## config.mk

```make
export PLATFORM = sky130hd
export DESIGN_NAME = adc_seq_status
export DESIGN_NICKNAME = d
export VERILOG_FILES = /design/src/rtl/adc_stat_pkg.sv /design/src/rtl/adc_sticky_flag.sv /design/src/rtl/adc_slot_counter.sv /design/src/rtl/adc_seq_status.sv
export SDC_FILE = /design/constraint.sdc
export NUM_CORES = 1
export LEC_CHECK = 0
export CAP_MARGIN = 20
export CORE_UTILIZATION = 25
export CTS_BUF_LIST = sky130_fd_sc_hd__clkbuf_4 sky130_fd_sc_hd__clkbuf_8
export DETAILED_ROUTE_END_ITERATION = 8
export MAX_ROUTING_LAYER = met4
export PLACE_DENSITY = 0.7
export SLEW_MARGIN = 15
export SYNTH_ARGS = -nofsm -noshare
export SYNTH_HDL_FRONTEND = slang
export SYNTH_SLANG_ARGS = --single-unit
```

## constraint.sdc

```tcl
create_clock -name clk -period 1 [get_ports clk]
set_clock_uncertainty 0.1 [all_clocks]
set_input_delay 0.25 -clock clk [delete_from_list [all_inputs] [get_ports clk]]
set_output_delay 0.25 -clock clk [all_outputs]
set_load 0.02 [all_outputs]
```

## src/rtl/adc_stat_pkg.sv

```systemverilog
package adc_stat_pkg;
  localparam int STAT_W   = 8;
  localparam int CNT_W    = 4;
  localparam int NUM_CTL  = 5;
  localparam int NUM_FLAG = 3;

  // bit positions software decodes
  localparam int BIT_SCF   = 7;
  localparam int BIT_RSVD  = 6;
  localparam int BIT_TOVR  = 5;
  localparam int BIT_FOVR  = 4;

  // flag index inside the flag array
  typedef enum logic [1:0] {
    FL_SEQ  = 2'd0,
    FL_TRIG = 2'd1,
    FL_FIFO = 2'd2
  } flag_idx_e;

  localparam logic [STAT_W-1:0] FLAG_MASK =
    STAT_W'((1 << BIT_SCF) | (1 << BIT_TOVR) | (1 << BIT_FOVR));
endpackage

```

## src/rtl/adc_sticky_flag.sv

```systemverilog
module adc_sticky_flag (
  input  logic clk,
  input  logic rst_n,
  input  logic set_i,
  input  logic clr_i,
  output logic q_o
);
  always_ff @(posedge clk or negedge rst_n) begin
    if (!rst_n)      q_o <= 1'b0;
    else if (set_i)  q_o <= 1'b1;
    else if (clr_i)  q_o <= 1'b0;
  end

  assert_set_wins_R9: assert property (@(posedge clk) disable iff (!rst_n)
    set_i |=> q_o);
  assert_clear_R3: assert property (@(posedge clk) disable iff (!rst_n)
    (clr_i && !set_i) |=> !q_o);
  assert_hold_R9: assert property (@(posedge clk) disable iff (!rst_n)
    (!clr_i && !set_i) |=> $stable(q_o));
endmodule

```

## src/rtl/adc_slot_counter.sv

```systemverilog
module adc_slot_counter #(
  parameter int CNT_W = 4
) (
  input  logic             clk,
  input  logic             rst_n,
  input  logic             restart_i,
  input  logic             step_i,
  output logic [CNT_W-1:0] cnt_o
);
  localparam logic [CNT_W-1:0] ONE = CNT_W'(1);

  always_ff @(posedge clk or negedge rst_n) begin
    if (!rst_n)         cnt_o <= '0;
    else if (restart_i) cnt_o <= '0;
    else if (step_i)    cnt_o <= cnt_o + ONE;
  end

  assert_restart_R11: assert property (@(posedge clk) disable iff (!rst_n)
    restart_i |=> (cnt_o == '0));
  assert_step_wrap_R10: assert property (@(posedge clk) disable iff (!rst_n)
    (step_i && !restart_i) |=> (cnt_o == $past(cnt_o) + ONE));
endmodule

```

## src/rtl/adc_seq_status.sv

```systemverilog
module adc_seq_status
  import adc_stat_pkg::*;
(
  input  logic               clk,
  input  logic               rst_n,
  input  logic               conv_done,
  input  logic               seq_done,
  input  logic               seq_busy,
  input  logic               trig_edge,
  input  logic               trig_level_mode,
  input  logic               fifo_overwrite,
  input  logic               reg_sel,
  input  logic               reg_we,
  input  logic [STAT_W-1:0]  reg_wdata,
  input  logic [NUM_CTL-1:0] ctl_wr,
  input  logic               start_wr,
  input  logic               res_rd,
  input  logic               auto_clr_en,
  output logic [STAT_W-1:0]  stat_rdata
);
  logic              bus_wr;
  logic              abort;
  logic [STAT_W-1:0] w1c;
  logic [NUM_FLAG-1:0] fl_set, fl_clr, fl_q;
  logic [CNT_W-1:0]  cnt;

  assign bus_wr = reg_sel & reg_we;
  assign abort  = |ctl_wr;
  assign w1c    = bus_wr ? (reg_wdata & FLAG_MASK) : '0;

  // set and clear sources per flag
  always_comb begin
    fl_set[FL_SEQ]  = seq_done;
    fl_clr[FL_SEQ]  = w1c[BIT_SCF] | start_wr | (res_rd & auto_clr_en);
    fl_set[FL_TRIG] = trig_edge & ~trig_level_mode & seq_busy;
    fl_clr[FL_TRIG] = w1c[BIT_TOVR] | abort | start_wr;
    fl_set[FL_FIFO] = fifo_overwrite;
    fl_clr[FL_FIFO] = w1c[BIT_FOVR] | start_wr;
  end

  for (genvar g = 0; g < NUM_FLAG; g++) begin : g_flag
    adc_sticky_flag u_flag (
      .clk  (clk),
      .rst_n(rst_n),
      .set_i(fl_set[g]),
      .clr_i(fl_clr[g]),
      .q_o  (fl_q[g])
    );
  end

  adc_slot_counter #(.CNT_W(CNT_W)) u_cnt (
    .clk      (clk),
    .rst_n    (rst_n),
    .restart_i(start_wr | abort),
    .step_i   (conv_done),
    .cnt_o    (cnt)
  );

  always_comb begin
    stat_rdata            = '0;
    stat_rdata[BIT_SCF]   = fl_q[FL_SEQ];
    stat_rdata[BIT_TOVR]  = fl_q[FL_TRIG];
    stat_rdata[BIT_FOVR]  = fl_q[FL_FIFO];
    stat_rdata[CNT_W-1:0] = cnt;
  end

  assert_trig_rise_R5: assert property (@(posedge clk) disable iff (!rst_n)
    $rose(stat_rdata[BIT_TOVR]) |-> $past(trig_edge && seq_busy && !trig_level_mode));
  assert_level_no_set_R6: assert property (@(posedge clk) disable iff (!rst_n)
    (trig_level_mode && !stat_rdata[BIT_TOVR]) |=> !stat_rdata[BIT_TOVR]);
  assert_rdclr_gate_R4: assert property (@(posedge clk) disable iff (!rst_n)
    (res_rd && !auto_clr_en && stat_rdata[BIT_SCF] && !start_wr &&
     !w1c[BIT_SCF]) |=> stat_rdata[BIT_SCF]);
  assert_fifo_abort_R8: assert property (@(posedge clk) disable iff (!rst_n)
    (abort && stat_rdata[BIT_FOVR] && !start_wr && !w1c[BIT_FOVR])
      |=> stat_rdata[BIT_FOVR]);
  assert_bus_no_cnt_R12: assert property (@(posedge clk) disable iff (!rst_n)
    (bus_wr && ((reg_wdata & ~FLAG_MASK) != '0) && !start_wr && !abort && !conv_done)
      |=> $stable(stat_rdata[CNT_W-1:0]));
  assert_rsvd_R1: assert property (@(posedge clk) disable iff (!rst_n)
    !stat_rdata[BIT_RSVD]);
endmodule

```

## Yosys cells after proc, flatten, opt, wreduce, memory -nomap -nowiden

Cells that the tools add are included.
W data, S select, Z words.

- $add $sub $neg: 1
- Mux-type cells: 9
- Reductions and logical operators: 5
- Bitwise gates (word level): 11

Operators by type and width:

| operator | number |
|---|---|
| $mux W4 | 2 |
| $mux W8 | 1 |
| $reduce_bool A2 Y1 | 4 |
| $mux W1 | 6 |
| $or A1 B1 Y1 | 6 |
| $reduce_or A5 Y1 | 1 |
| $add A4 B1 Y4 const B | 1 |
| $and A1 B1 Y1 | 4 |
| $not A1 Y1 | 1 |

- Input port bits: 26
- Logic and storage cells: 30
- Flip-flop bits (word level): 7
- Output and inout bits: 8

## Depth between registers and ports, before layout

- Depth after elaboration: 6
- Mapped depth: 4
- Depth with buffers taken out: 4

## By module

A second synthesis with hierarchy kept.

- Cells, all modules: 38
- Area total of the unflattened synthesis: 381.6 um^2

By module, submodules not included:

| module | instances | sequential area each (um^2) | area each (um^2) | cells each |
|---|---|---|---|---|
| adc_slot_counter | 1 | 100.1 | 192.7 | 16 |
| adc_sticky_flag | 3 | 25.0 | 36.3 | 3 |
| adc_seq_status | 1 | 0.0 | 80.1 | 13 |

## Worst setup path after synthesis

No wires, ideal clock.

- Kind: register to register
- Start: register u_cnt.cnt_o[0]
- End: register u_cnt.cnt_o[1]
- Library setup time: 119 ps
- Required time: 781 ps
- Clock period less this slack: 1159 ps
- Data arrival time: 940 ps
- Cell stages (with the launch flop): 4
- Path buffers: 0
- Path slack: -159 ps
- Cell sequence: dfrtp_1 -> ha_1 -> mux2i_1 -> nor2_1

- Word-level cells in the longest chain between the ends: 3

RTL lines:

| element | line | RTL |
|---|---|---|
| start, declared | adc_slot_counter.sv:8 | `output logic [CNT_W-1:0] cnt_o` |
| start signal, assigned | adc_slot_counter.sv:15 | `else if (step_i) cnt_o <= cnt_o + ONE;` |
| $add A4 B1 Y4 | adc_slot_counter.sv:15 |  |
| $mux W4 | adc_slot_counter.sv:15 |  |
| $mux W4 | adc_slot_counter.sv:14 | `else if (restart_i) cnt_o <= '0;` |

No other way between the ends. The select of a mux whose other input is x is not followed.
A chain may end at the register's enable or synchronous reset.

## Worst setup path after layout

- Start: register u_cnt.cnt_o[1]
- End: output port stat_rdata[1]

RTL lines:

| element | line | RTL |
|---|---|---|
| end, declared | adc_seq_status.sv:19 | `output logic [STAT_W-1:0] stat_rdata` |

No word-level cell between the ends.

==> results.toml <==
[outcome]
status = "finished, violations left"
violations = "negative setup slack"

[sta]
rsz0062_at_grt = "yes"
fin_crit_ps = 1150
finalWorstSetupSlack_ps = -149
finalHoldViolations = 0
final_max_slew_viol_count = 0
post-route-period-util_pct = 115
max_freq_mhz = 870
setup_viol = 10

[logic_synthesis]
synthCells = 36
ys_types = 17
avgSynthCellArea_um2 = 10.2
netlist_area_um2 = 367
yosysTopAreaCell = "dfrtp_1"
yosysWarnings = 0
synth-seq-cells = 7
synth_top_area_share_pct = 47.8
ys_top_cells_by_area = "dfrtp_1 (48%), buf_4 (8.2%), nor2_1 (5.1%)"
seq_area_frac_synth_pct = 47.8
syn-num-nets = 63

[worst_setup_path]
startpoint = "u_cnt.cnt_o[1]"
crit_arrival_ps = 800
cp_cell_sequence = "buf_2"
worstPathRequired_ps = 650
crit_fanout = 2
endpoint_kind = "output pin"
start_kind = "flip-flop"
cp_num_buf_inv = 1
r2r-start = "u_cnt.cnt_o[1]"
crit_path_max_incr_delay_ps = 400
critical_path_class = "flip-flop to output pin"
crit_family = "flip-flops"
slowest_stage = "dfrtp_2"

[drt]
drtAntennaViolNets = 0
drt-initial-drc-count = 6
drc_errors = 0
wire_per_inst_um = 10.6
drtPass1Iterations = 3
vias_per_cell = 4.40
finalWirelength_um = 899
vias = 374

[global_routing]
grt_pass1_vias = 337
grt_pass1_wl_mm = 1.43
grt.overflow.total = 0
grt_max_degree = 8
antenna_found_initial = 0
grt.total_usage_pct = 14.9

[cts]
hold_buffers = 0
clkSinkCount = 7
cts-buffers-inserted = 3
clockBufferDepth = 2
clk_pin_slew_ps = 60
htreeDepth = 1
clock-root-buffer = "clkbuf_4"
worst_skew_pair.late_latency_ps = 250
cts_tree = "built"

[placed_design]
hpwlAfterDp_um = 729
io_buffers = 27
gp_congestion = 0.683

[layout]
final_layout_size_suffix_gt1_share_pct = 38.6
nets = 98
antenna_cells = 0
final_util_pct = 55.3
syn_to_final_growth_pct = 101

[floorplanning]
die_w_um = 40.3
rows = 13
die_y_um = 40.3
dieArea_um2 = 1620
io_pins = 34
start_util_pct = 27.5
coreArea_um2 = 1330

[power_and_ir_drop]
peakVddDrop_mv = 0.415
finalPower_uw = 728
p_per_area_nw_per_um2 = 988
leakage_uw = 0.000347

[worst_hold_path]
hp-class = "input port to asynchronous set/reset pin"

[flow_run]
drv_cap = 0
==> sequential cells by signal, summed over array words and instances (netlist names) <==
register	flops
g_flag.u_flag.q_o	3
u_cnt.cnt_o	4
==> path summary, 6_finish.rpt <==
check | endpoint | slack, ps | depth (start not counted)
setup / recovery | stat_rdata[1] | -150 | 1
hold / removal | g_flag[2].u_flag.q_o | 160 | 1
setup reg to reg | u_cnt.cnt_o[1] | -140 | 4
hold reg to reg | g_flag[2].u_flag.q_o | 440 | 1
max in group asynchronous | u_cnt.cnt_o[1] | 370 | 1
min in group clk | u_cnt.cnt_o[3] | 240 | 4
==> placed cells by master (no fill, tap or decap), drive strengths merged, types with 2 or more instances in the layout <==
cell type	Yosys	routed
xor2	2	2
dlygate4sd2	0	5
clkdlybuf4s15	0	2
dlymetal6s2s	0	2
clkbuf	0	4
buf	4	14
nand3	3	3
clkdlybuf4s50	0	11
nor2	5	5
dfrtp	7	7
nand2	5	5
==> through the flow <==
stage          instance area [µm²]  hold WS (ps)  setup slack (ps)  cells  TNS, ps
6_report                       737           157              -149     85    -1220
5_1_grt                        737           173              -180     85    -1630
4_1_cts                        707           162              -162     83    -1310
3_5_place_dp                   668           410              -473     79    -4710
3_3_place_gp                   668           402              -420     79    -4420
2_1_floorplan                  372          -146              -104     36     -191
==> metal layers <==
metal	vias to the layer above	global-route usage, %	wire [µm]	share of wire, %
met2	12	20.6	481	54
met5	-	-	0	0
met3	2	6.11	33	3.7
li1	187	-	-	-
met1	173	15.8	365	41
met4	0	14.2	19	2.1
==> synth_stat cells <==
| cell | instances |
|---|---|
| a31o_2 | 1 |
| a41o_1 | 1 |
| buf_4 | 4 |
| conb_1 | 1 |
| dfrtp_1 | 7 |
| ha_1 | 1 |
| inv_1 | 1 |
| mux2i_1 | 1 |
| nand2_1 | 4 |
| nand2_2 | 1 |
| nand3_1 | 3 |
| nand4_1 | 1 |
| nor2_1 | 5 |
| nor4_2 | 1 |
| o22ai_2 | 1 |
| xnor2_1 | 1 |
| xor2_1 | 2 |
==> what timing repair did <==
| item | in CTS | in global routing |
|---|---|---|
| buffers inserted | 0 | 2 |
| pin swaps | 6 | 6 |
| setup endpoints to repair | 14 | 12 |
| gates resized for setup | 50 | 6 |
==> cell families (layout without fill, tap and decap cells) <==
group | after synthesis | in the layout | synth area share, %
other | 1 | 1 | 1.02
multiplexers | 1 | 1 | 2.73
adder cells (fa/ha/maj) | 1 | 1 | 3.41
AND/OR/NAND/NOR | 15 | 15 | 20.1
flip-flops | 7 | 7 | 47.8
AO/OA/AOI/OAI | 3 | 3 | 8.53
buffers and inverters | 5 | 39 | 9.21
XOR/XNOR | 3 | 3 | 7.17
==> area by class of cell <==
| cell class | instances | area (µm²) |
|---|---|---|
| fill | 127 | 597 |
| tap | 15 | 18.8 |
| clock buffer | 4 | 30.0 |
| sequential | 7 | 178 |
| timing repair buffer | 34 | 332 |
| inverter | 1 | 3.75 |
| multi-input combinational | 24 | 175 |
==> power breakdown <==
part / switching, µW / internal, µW
Combinational: 51.0 / 93.4
Clock: 107 / 180
Sequential: 5.74 / 291
Power figures use the tool's default switching activity.
